$ cat src/rtl/sio_cfg_pkg.sv
package sio_cfg_pkg;
    localparam int BYTE_W     = 8;
    localparam int IDX_W      = 8;
    localparam int NREG       = 1 << IDX_W;
    localparam int ADDR_SHIFT = 2;
    localparam int BASE_W     = BYTE_W + ADDR_SHIFT;
    localparam int NUM_SER    = 2;

    typedef logic [BYTE_W-1:0] byte_t;
    typedef logic [BASE_W-1:0] base_t;

    typedef enum logic [2:0] {
        WC_RO, WC_PLAIN, WC_FSEL, WC_FDC, WC_PAR, WC_SER0, WC_SER1
    } wclass_e;

    localparam byte_t IX_DEVID = 8'hE0;
    localparam byte_t IX_FSEL  = 8'hE2;
    localparam byte_t IX_FDC   = 8'hE3;
    localparam byte_t IX_PAR   = 8'hE6;
    localparam byte_t IX_SER0  = 8'hE7;
    localparam byte_t IX_SER1  = 8'hE8;

    typedef struct packed {
        logic  we;
        byte_t addr;
        byte_t data;
    } wr_req_t;

    function automatic logic is_read_only(byte_t ix);
        return (ix <= 8'hDF) || (ix == 8'hE4) || (ix == 8'hE5) ||
               (ix >= 8'hE9 && ix <= 8'hED) || (ix == 8'hF3) ||
               (ix == 8'hF5) || (ix == 8'hF7) ||
               (ix >= 8'hF9 && ix <= 8'hFB) || (ix >= 8'hFD);
    endfunction

    function automatic wclass_e classify(byte_t ix);
        if (is_read_only(ix)) return WC_RO;
        case (ix)
            IX_FSEL: return WC_FSEL;
            IX_FDC:  return WC_FDC;
            IX_PAR:  return WC_PAR;
            IX_SER0: return WC_SER0;
            IX_SER1: return WC_SER1;
            default: return WC_PLAIN;
        endcase
    endfunction

    function automatic byte_t store_mask(wclass_e c);
        case (c)
            WC_FSEL:          return 8'h1F;
            WC_FDC:           return 8'hFC;
            WC_SER0, WC_SER1: return 8'hFE;
            default:          return 8'hFF;
        endcase
    endfunction

    function automatic byte_t reset_value(byte_t ix);
        case (ix)
            IX_DEVID: return 8'h3C;
            IX_FSEL:  return 8'h0F;
            IX_FDC:   return 8'hFC;
            IX_PAR:   return 8'hDE;
            IX_SER0:  return 8'hFE;
            IX_SER1:  return 8'hBE;
            default:  return 8'h00;
        endcase
    endfunction

    function automatic base_t to_base(byte_t v);
        return {v, {ADDR_SHIFT{1'b0}}};
    endfunction
endpackage

$ cat src/rtl/sio_wr_path.sv
module sio_wr_path
    import sio_cfg_pkg::*;
(
    input  logic    acc_valid,
    input  logic    acc_write,
    input  logic    acc_port,
    input  byte_t   acc_wdata,
    input  logic    port_en,
    input  byte_t   idx_q,
    output wr_req_t wr
);
    wclass_e cls;

    always_comb begin
        cls     = classify(idx_q);
        wr.we   = 1'b0;
        wr.addr = '0;
        wr.data = acc_wdata;
        if (acc_valid && acc_write && port_en) begin
            if (!acc_port) begin
                wr.we = 1'b1;
            end else if (cls != WC_RO) begin
                wr.we   = 1'b1;
                wr.addr = idx_q;
                wr.data = acc_wdata & store_mask(cls);
            end
        end
    end
endmodule

$ cat src/rtl/sio_regfile.sv
module sio_regfile
    import sio_cfg_pkg::*;
(
    input  logic    clk,
    input  logic    rst,
    input  wr_req_t wr,
    input  byte_t   rd_addr,
    output byte_t   rd_byte,
    output byte_t   idx_q,
    output byte_t   fsel_q,
    output byte_t   fdc_q,
    output byte_t   par_q,
    output byte_t   ser_q [NUM_SER]
);
    byte_t mem [NREG];

    always_ff @(posedge clk) begin
        if (rst) begin
            for (int i = 0; i < NREG; i++) mem[i] <= reset_value(byte_t'(i));
        end else if (wr.we) begin
            mem[wr.addr] <= wr.data;
        end
    end

    assign rd_byte = mem[rd_addr];
    assign idx_q   = mem[0];
    assign fsel_q  = mem[IX_FSEL];
    assign fdc_q   = mem[IX_FDC];
    assign par_q   = mem[IX_PAR];

    for (genvar n = 0; n < NUM_SER; n++) begin : g_ser_tap
        assign ser_q[n] = mem[IX_SER0 + byte_t'(n)];
    end

    assert_ro_guard_R3: assert property (@(posedge clk) disable iff (rst)
        (wr.we && wr.addr != 8'h00) |-> !is_read_only(wr.addr));
endmodule

$ cat src/rtl/sio_decode.sv
module sio_decode
    import sio_cfg_pkg::*;
(
    input  logic                clk,
    input  logic                rst,
    input  byte_t               fsel_q,
    input  byte_t               fdc_q,
    input  byte_t               par_q,
    input  byte_t               ser_q [NUM_SER],
    output logic                par_en,
    output logic [NUM_SER-1:0]  ser_en,
    output logic                fdc_en,
    output base_t               fdc_base,
    output base_t               par_base,
    output base_t               ser_base [NUM_SER]
);
    assign par_en   = (fsel_q[1:0] != 2'b11);
    assign fdc_en   = fsel_q[4];
    assign fdc_base = to_base(fdc_q);
    assign par_base = to_base(par_q);

    for (genvar n = 0; n < NUM_SER; n++) begin : g_ser
        assign ser_en[n]   = fsel_q[n + 2];
        assign ser_base[n] = to_base(ser_q[n]);

        assert_ser_align_R7: assert property (@(posedge clk) disable iff (rst)
            ser_base[n][2:0] == 3'b000);
    end

    assert_fdc_align_R5: assert property (@(posedge clk) disable iff (rst)
        fdc_base[3:0] == 4'h0);
    assert_fsel_width_R4: assert property (@(posedge clk) disable iff (rst)
        fsel_q[7:5] == 3'b000);
endmodule

$ cat src/rtl/sio_cfg_top.sv
module sio_cfg_top
    import sio_cfg_pkg::*;
(
    input  logic        clk,
    input  logic        rst,
    input  logic        port_en,
    input  logic        acc_valid,
    input  logic        acc_write,
    input  logic        acc_port,
    input  logic [7:0]  acc_wdata,
    output logic        rd_valid,
    output logic [7:0]  rd_data,
    output logic        par_en,
    output logic [1:0]  ser_en,
    output logic        fdc_en,
    output logic [9:0]  fdc_base,
    output logic [9:0]  par_base,
    output logic [9:0]  ser0_base,
    output logic [9:0]  ser1_base
);
    wr_req_t wr;
    byte_t   idx_q, rd_byte, fsel_q, fdc_q, par_q;
    byte_t   ser_q [NUM_SER];
    base_t   ser_base [NUM_SER];

    sio_wr_path u_wr (
        .acc_valid(acc_valid), .acc_write(acc_write), .acc_port(acc_port),
        .acc_wdata(acc_wdata), .port_en(port_en), .idx_q(idx_q), .wr(wr)
    );

    sio_regfile u_rf (
        .clk(clk), .rst(rst), .wr(wr), .rd_addr(idx_q), .rd_byte(rd_byte),
        .idx_q(idx_q), .fsel_q(fsel_q), .fdc_q(fdc_q), .par_q(par_q),
        .ser_q(ser_q)
    );

    sio_decode u_dec (
        .clk(clk), .rst(rst), .fsel_q(fsel_q), .fdc_q(fdc_q), .par_q(par_q),
        .ser_q(ser_q), .par_en(par_en), .ser_en(ser_en), .fdc_en(fdc_en),
        .fdc_base(fdc_base), .par_base(par_base), .ser_base(ser_base)
    );

    assign ser0_base = ser_base[0];
    assign ser1_base = ser_base[1];

    logic rd_acc;
    assign rd_acc = acc_valid && !acc_write;

    always_ff @(posedge clk) begin
        if (rst) begin
            rd_valid <= 1'b0;
            rd_data  <= '0;
        end else begin
            rd_valid <= rd_acc;
            if (rd_acc) begin
                if (!port_en)            rd_data <= 8'hFF;
                else if (!acc_port)      rd_data <= idx_q;
                else if (idx_q == 8'h00) rd_data <= 8'h00;
                else                     rd_data <= rd_byte;
            end
        end
    end

    assert_idx_hold_R1: assert property (@(posedge clk) disable iff (rst)
        (acc_valid && acc_write && acc_port) |=> $stable(idx_q));
    assert_idx_read_R1: assert property (@(posedge clk) disable iff (rst)
        (rd_acc && port_en && !acc_port) |=> rd_data == $past(idx_q));
    assert_idx0_read_R2: assert property (@(posedge clk) disable iff (rst)
        (rd_acc && port_en && acc_port && idx_q == 8'h00) |=> rd_data == 8'h00);
    assert_off_read_R10: assert property (@(posedge clk) disable iff (rst)
        (rd_acc && !port_en) |=> rd_data == 8'hFF);
    assert_off_write_R10: assert property (@(posedge clk) disable iff (rst)
        (acc_valid && acc_write && !port_en) |=> $stable(idx_q));
    assert_rd_valid_R11: assert property (@(posedge clk) disable iff (rst)
        rd_acc |=> rd_valid);
endmodule

$ cat config.mk
export PLATFORM = sky130hd
export DESIGN_NAME = sio_cfg_top
export DESIGN_NICKNAME = d
export VERILOG_FILES = /design/src/rtl/sio_cfg_pkg.sv /design/src/rtl/sio_wr_path.sv /design/src/rtl/sio_regfile.sv /design/src/rtl/sio_decode.sv /design/src/rtl/sio_cfg_top.sv
export SDC_FILE = /design/constraint.sdc
export NUM_CORES = 2
export LEC_CHECK = 0
export ABC_CLOCK_PERIOD_IN_PS = 6500
export BUFFER_PORTS_ARGS = -buffer_cell sky130_fd_sc_hd__buf_2
export CORE_AREA = 5 5 284 494
export CTS_CLUSTER_SIZE = 14
export DETAILED_ROUTE_END_ITERATION = 12
export DIE_AREA = 0 0 289 499
export PLACE_DENSITY = 0.75
export SLEW_MARGIN = 0
export SYNTH_ARGS = -nofsm -noshare
export SYNTH_HDL_FRONTEND = slang
export SYNTH_SLANG_ARGS = --single-unit
$ cat constraint.sdc
create_clock -name clk -period 6.5 [get_ports clk]
set_input_delay 0.975 -clock clk [delete_from_list [all_inputs] [get_ports clk]]
set_output_delay 0.975 -clock clk [all_outputs]
set_load 0.01 [all_outputs]
==> flow_metrics.py <==
metrics = {
    "global_route": {
        "track_usage_pct": 21.51,
        "grt_max_degree": 210,
        "grt_overflow_total": 0,
        "grt_pass1_wl_mm": 230.4,
        "grt_antenna_before_repair": 1,
        "grt_pass1_vias": 40167,
    },
    "job": {
        "max-cap-violations": 0,
    },
    "clock_tree": {
        "clk_latency_ns": 0.80,
        "cts_tree": "yes",
        "cts.htree.levels": 4,
        "clk_pin_slew_ns": 0.07,
        "clock_sinks": 2057,
        "cts_buffers": 177,
        "postCtsSetupBuffers": 0,
        "cts_resized": 0,
        "cts_root_buf": "clkbuf_16",
        "hold_buffers": 0,
        "cts.path.max_buffers": 3,
    },
    "finish": {
        "fillers": 8577,
        "nets": 5597,
        "area_delta_synth_final_pct": 16.77,
        "fin_util_pct": 69.53,
        "drive_gt1_share_pct": 15.59,
        "fin_area_sq_mm": 0.09436,
    },
    "die": {
        "rows": 179,
        "initial_core_util_pct": 59.54,
        "core_sq_mm": 0.1357,
        "boundaryPins": 67,
        "die_area_sq_mm": 0.1442,
        "floorplan.die.height_um": 499,
        "die_w_um": 289,
    },
    "timing": {
        "fmax_ghz": 0.2430,
        "fin_worst_skew_ns": 0.02725,
        "min_period_ns": 4.115,
        "rsz0062_at_grt": "false",
        "period_share_pct": 63.31,
        "drv_slew": 0,
        "tns_ns": 0,
        "finalSetupViolations": 0,
        "finalHoldViolCount": 0,
        "worstMarginPinSlew_ns": 1.276,
        "slew_headroom_pct": 12.73,
    },
    "logic_synthesis": {
        "synthTopCellsByArea": "edfxtp_1, mux4_2, clkbuf_1",
        "ys_top_cells_by_count": "edfxtp_1, mux4_2, clkbuf_1",
        "avgSynthCellArea_sq_um": 21.18,
        "yosysUniqueCellTypes": 69,
        "ys_ff_latch": 2057,
        "synth-seq-area-share_pct": 76.32,
        "netlist_area_sq_mm": 0.08081,
        "yosysTopAreaCellShare_pct": 76.10,
        "ys_async_sr_fraction_pct": 0,
        "synth_top_area_cell": "edfxtp_1",
        "synth_ff_type": "edfxtp_1",
        "ys_warn_count": 0,
        "synth.most_common_cell": "edfxtp_1",
        "synth-edff-count": 2048,
        "synth_cells": 3816,
    },
    "setup_path": {
        "rr_worst_depth": 7,
        "cp-end-kind": "flop",
        "cp_slowest_cell": "edfxtp_1",
        "crit_path_max_incr_delay_ns": 0.77,
        "crit_fanout": 18,
        "timing.rr.start": "u_rf.mem[0][6]",
        "crit_required_ns": 6.96,
        "arrival_ns": 4.57,
        "path_cells": "nand2_1 > or3_1 > a211oi_1 > nand2_1 > nor2_1 > nand3_1 > nand2b_1",
        "crit_top_cell": "nand2_1",
        "cp-start-kind": "flop",
        "r2r-end": "u_rf.mem[238][3]",
        "critical_path_class": "reg -> reg",
        "r2r_setup_slack_ns": 2.38,
    },
    "outcome": {
        "status": "completed",
    },
    "route": {
        "drt_first_pass_iters": 6,
        "drc": 0,
        "postRouteAntennaNets": 0,
        "vias": 38048,
        "initialDrtViolationCount": 3546,
        "drt_wl_total_mm": 150.7,
        "routedWlPerCell_um": 20.06,
        "viasPerCell": 5.064,
    },
    "hold_path": {
        "holdPathStages": 2,
        "hp-class": "reg -> reg",
        "min_from": "rd_data[0]",
        "holdPathEnd": "rd_data[0]",
    },
    "power_and_ir_drop": {
        "p_leak_nw": 34.82,
        "peakVddDrop_mv": 0.2880,
        "power.density_mw_per_mm2": 294.7,
    },
    "placement": {
        "hpwlAfterDp_mm": 92.68,
        "gp_congestion": 0.8507,
        "placed_area_sq_mm": 0.08916,
        "portBuffers": 58,
    },
}
[cell type report]
type / count / area [sq um] / area share (%)
multi-input cells: 3196 / 24000 / 25.43
clock inverters: 59 / 471.7 / 0.4999
inverters: 7 / 28.78 / 0.03050
clock buffers: 240 / 4727 / 5.009
repair buffers: 144 / 1189 / 1.260
diodes: 1 / 2.502 / 0.002652
flip-flops and latches: 2057 / 61680 / 65.36
well taps: 1810 / 2265 / 2.400
[sequential cells by signal, indices dropped and copies added, names as in the netlist]
register  cells
u_rf.mem   2048
rd_data       8
rd_valid      1
[per-layer routing]
metal  up-vias  GRT usage [%]  share of wire [%]
met3       381          3.555                6.3
met1     19310          25.25                 34
met2      1200          38.38                 54
met4         0          10.76                5.8
li1      17157              -                  -
met5         -              0                  0
[power breakdown]
part	switching (mW)	internal (mW)	leakage, nW
clock	4.49	5.15	2.52
combinational	1.26	0.920	12.1
sequential	0.266	15.7	20.2
[layout by cell type, fill, tap and decap left out, types with 5 or more instances in the layout]
cell type / instances
or2_2: 8
mux2_2: 12
nor2_1: 136
buf_2: 57
o221ai_1: 12
nand3_1: 27
mux4_2: 500
or3_1: 7
buf_4: 67
dfxtp_1: 9
nor4_1: 6
a2111oi_0: 12
o21ai_0: 45
buf_12: 20
nand2b_1: 22
clkbuf_1: 58
clkinv_2: 12
edfxtp_1: 2048
a21oi_1: 44
nor2b_1: 7
mux2i_1: 117
nor3_1: 25
a22o_1: 9
o211ai_1: 7
nand2_1: 79
conb_1: 1927
clkinv_1: 36
a211oi_1: 26
clkbuf_16: 178
mux4_1: 26
a221oi_1: 12
a211o_1: 6
nand3b_1: 5
a22oi_1: 41
o22ai_1: 18
[cell families (layout without fill, tap and decap cells)]
logic type | Yosys count | count (layout) | synth area share [%]
other | 1 | 1928 | 0.004640
and+or+nand+nor | 349 | 349 | 2.007
AOI/OAI and AO/OA | 265 | 265 | 2.284
buffers and inverters | 489 | 450 | 2.985
muxes | 655 | 655 | 16.40
DFF | 2057 | 2057 | 76.32
[worst max-delay path, delay by kind of cell, from the launching register on]
family	cells	cell delay, ns
simple gates	6	2.69
flops	1	0.77
compound gates	1	0.30
[worst max-delay path by stage]
stage                              start  slack [ns]  depth (start not counted)                to
after floorplan                 acc_port        3.29                          8  u_rf.mem[238][0]
after global placement    u_rf.mem[0][0]        2.35                          8        rd_data[0]
after detailed placement         port_en        2.35                          8  u_rf.mem[238][4]
after CTS                 u_rf.mem[0][0]        2.44                          8        rd_data[0]
after global routing      u_rf.mem[0][6]        2.24                          7  u_rf.mem[238][6]
final                     u_rf.mem[0][6]        2.38                          7  u_rf.mem[238][3]
[through the flow]
step	total power, mW	std cells	worst slack (ns)	hold slack [ns]
6_report	27.80	7514	2.385	0.5839
2_1_floorplan	17.73	5742	3.287	0.5277
3_3_place_gp	18.33	7214	2.355	0.5798
4_1_cts	28.06	7513	2.441	0.5445
5_1_grt	28.86	7514	2.235	0.5886
3_5_place_dp	18.45	7214	2.355	0.5629
Note: power is estimated with default switching activity, not from simulation.
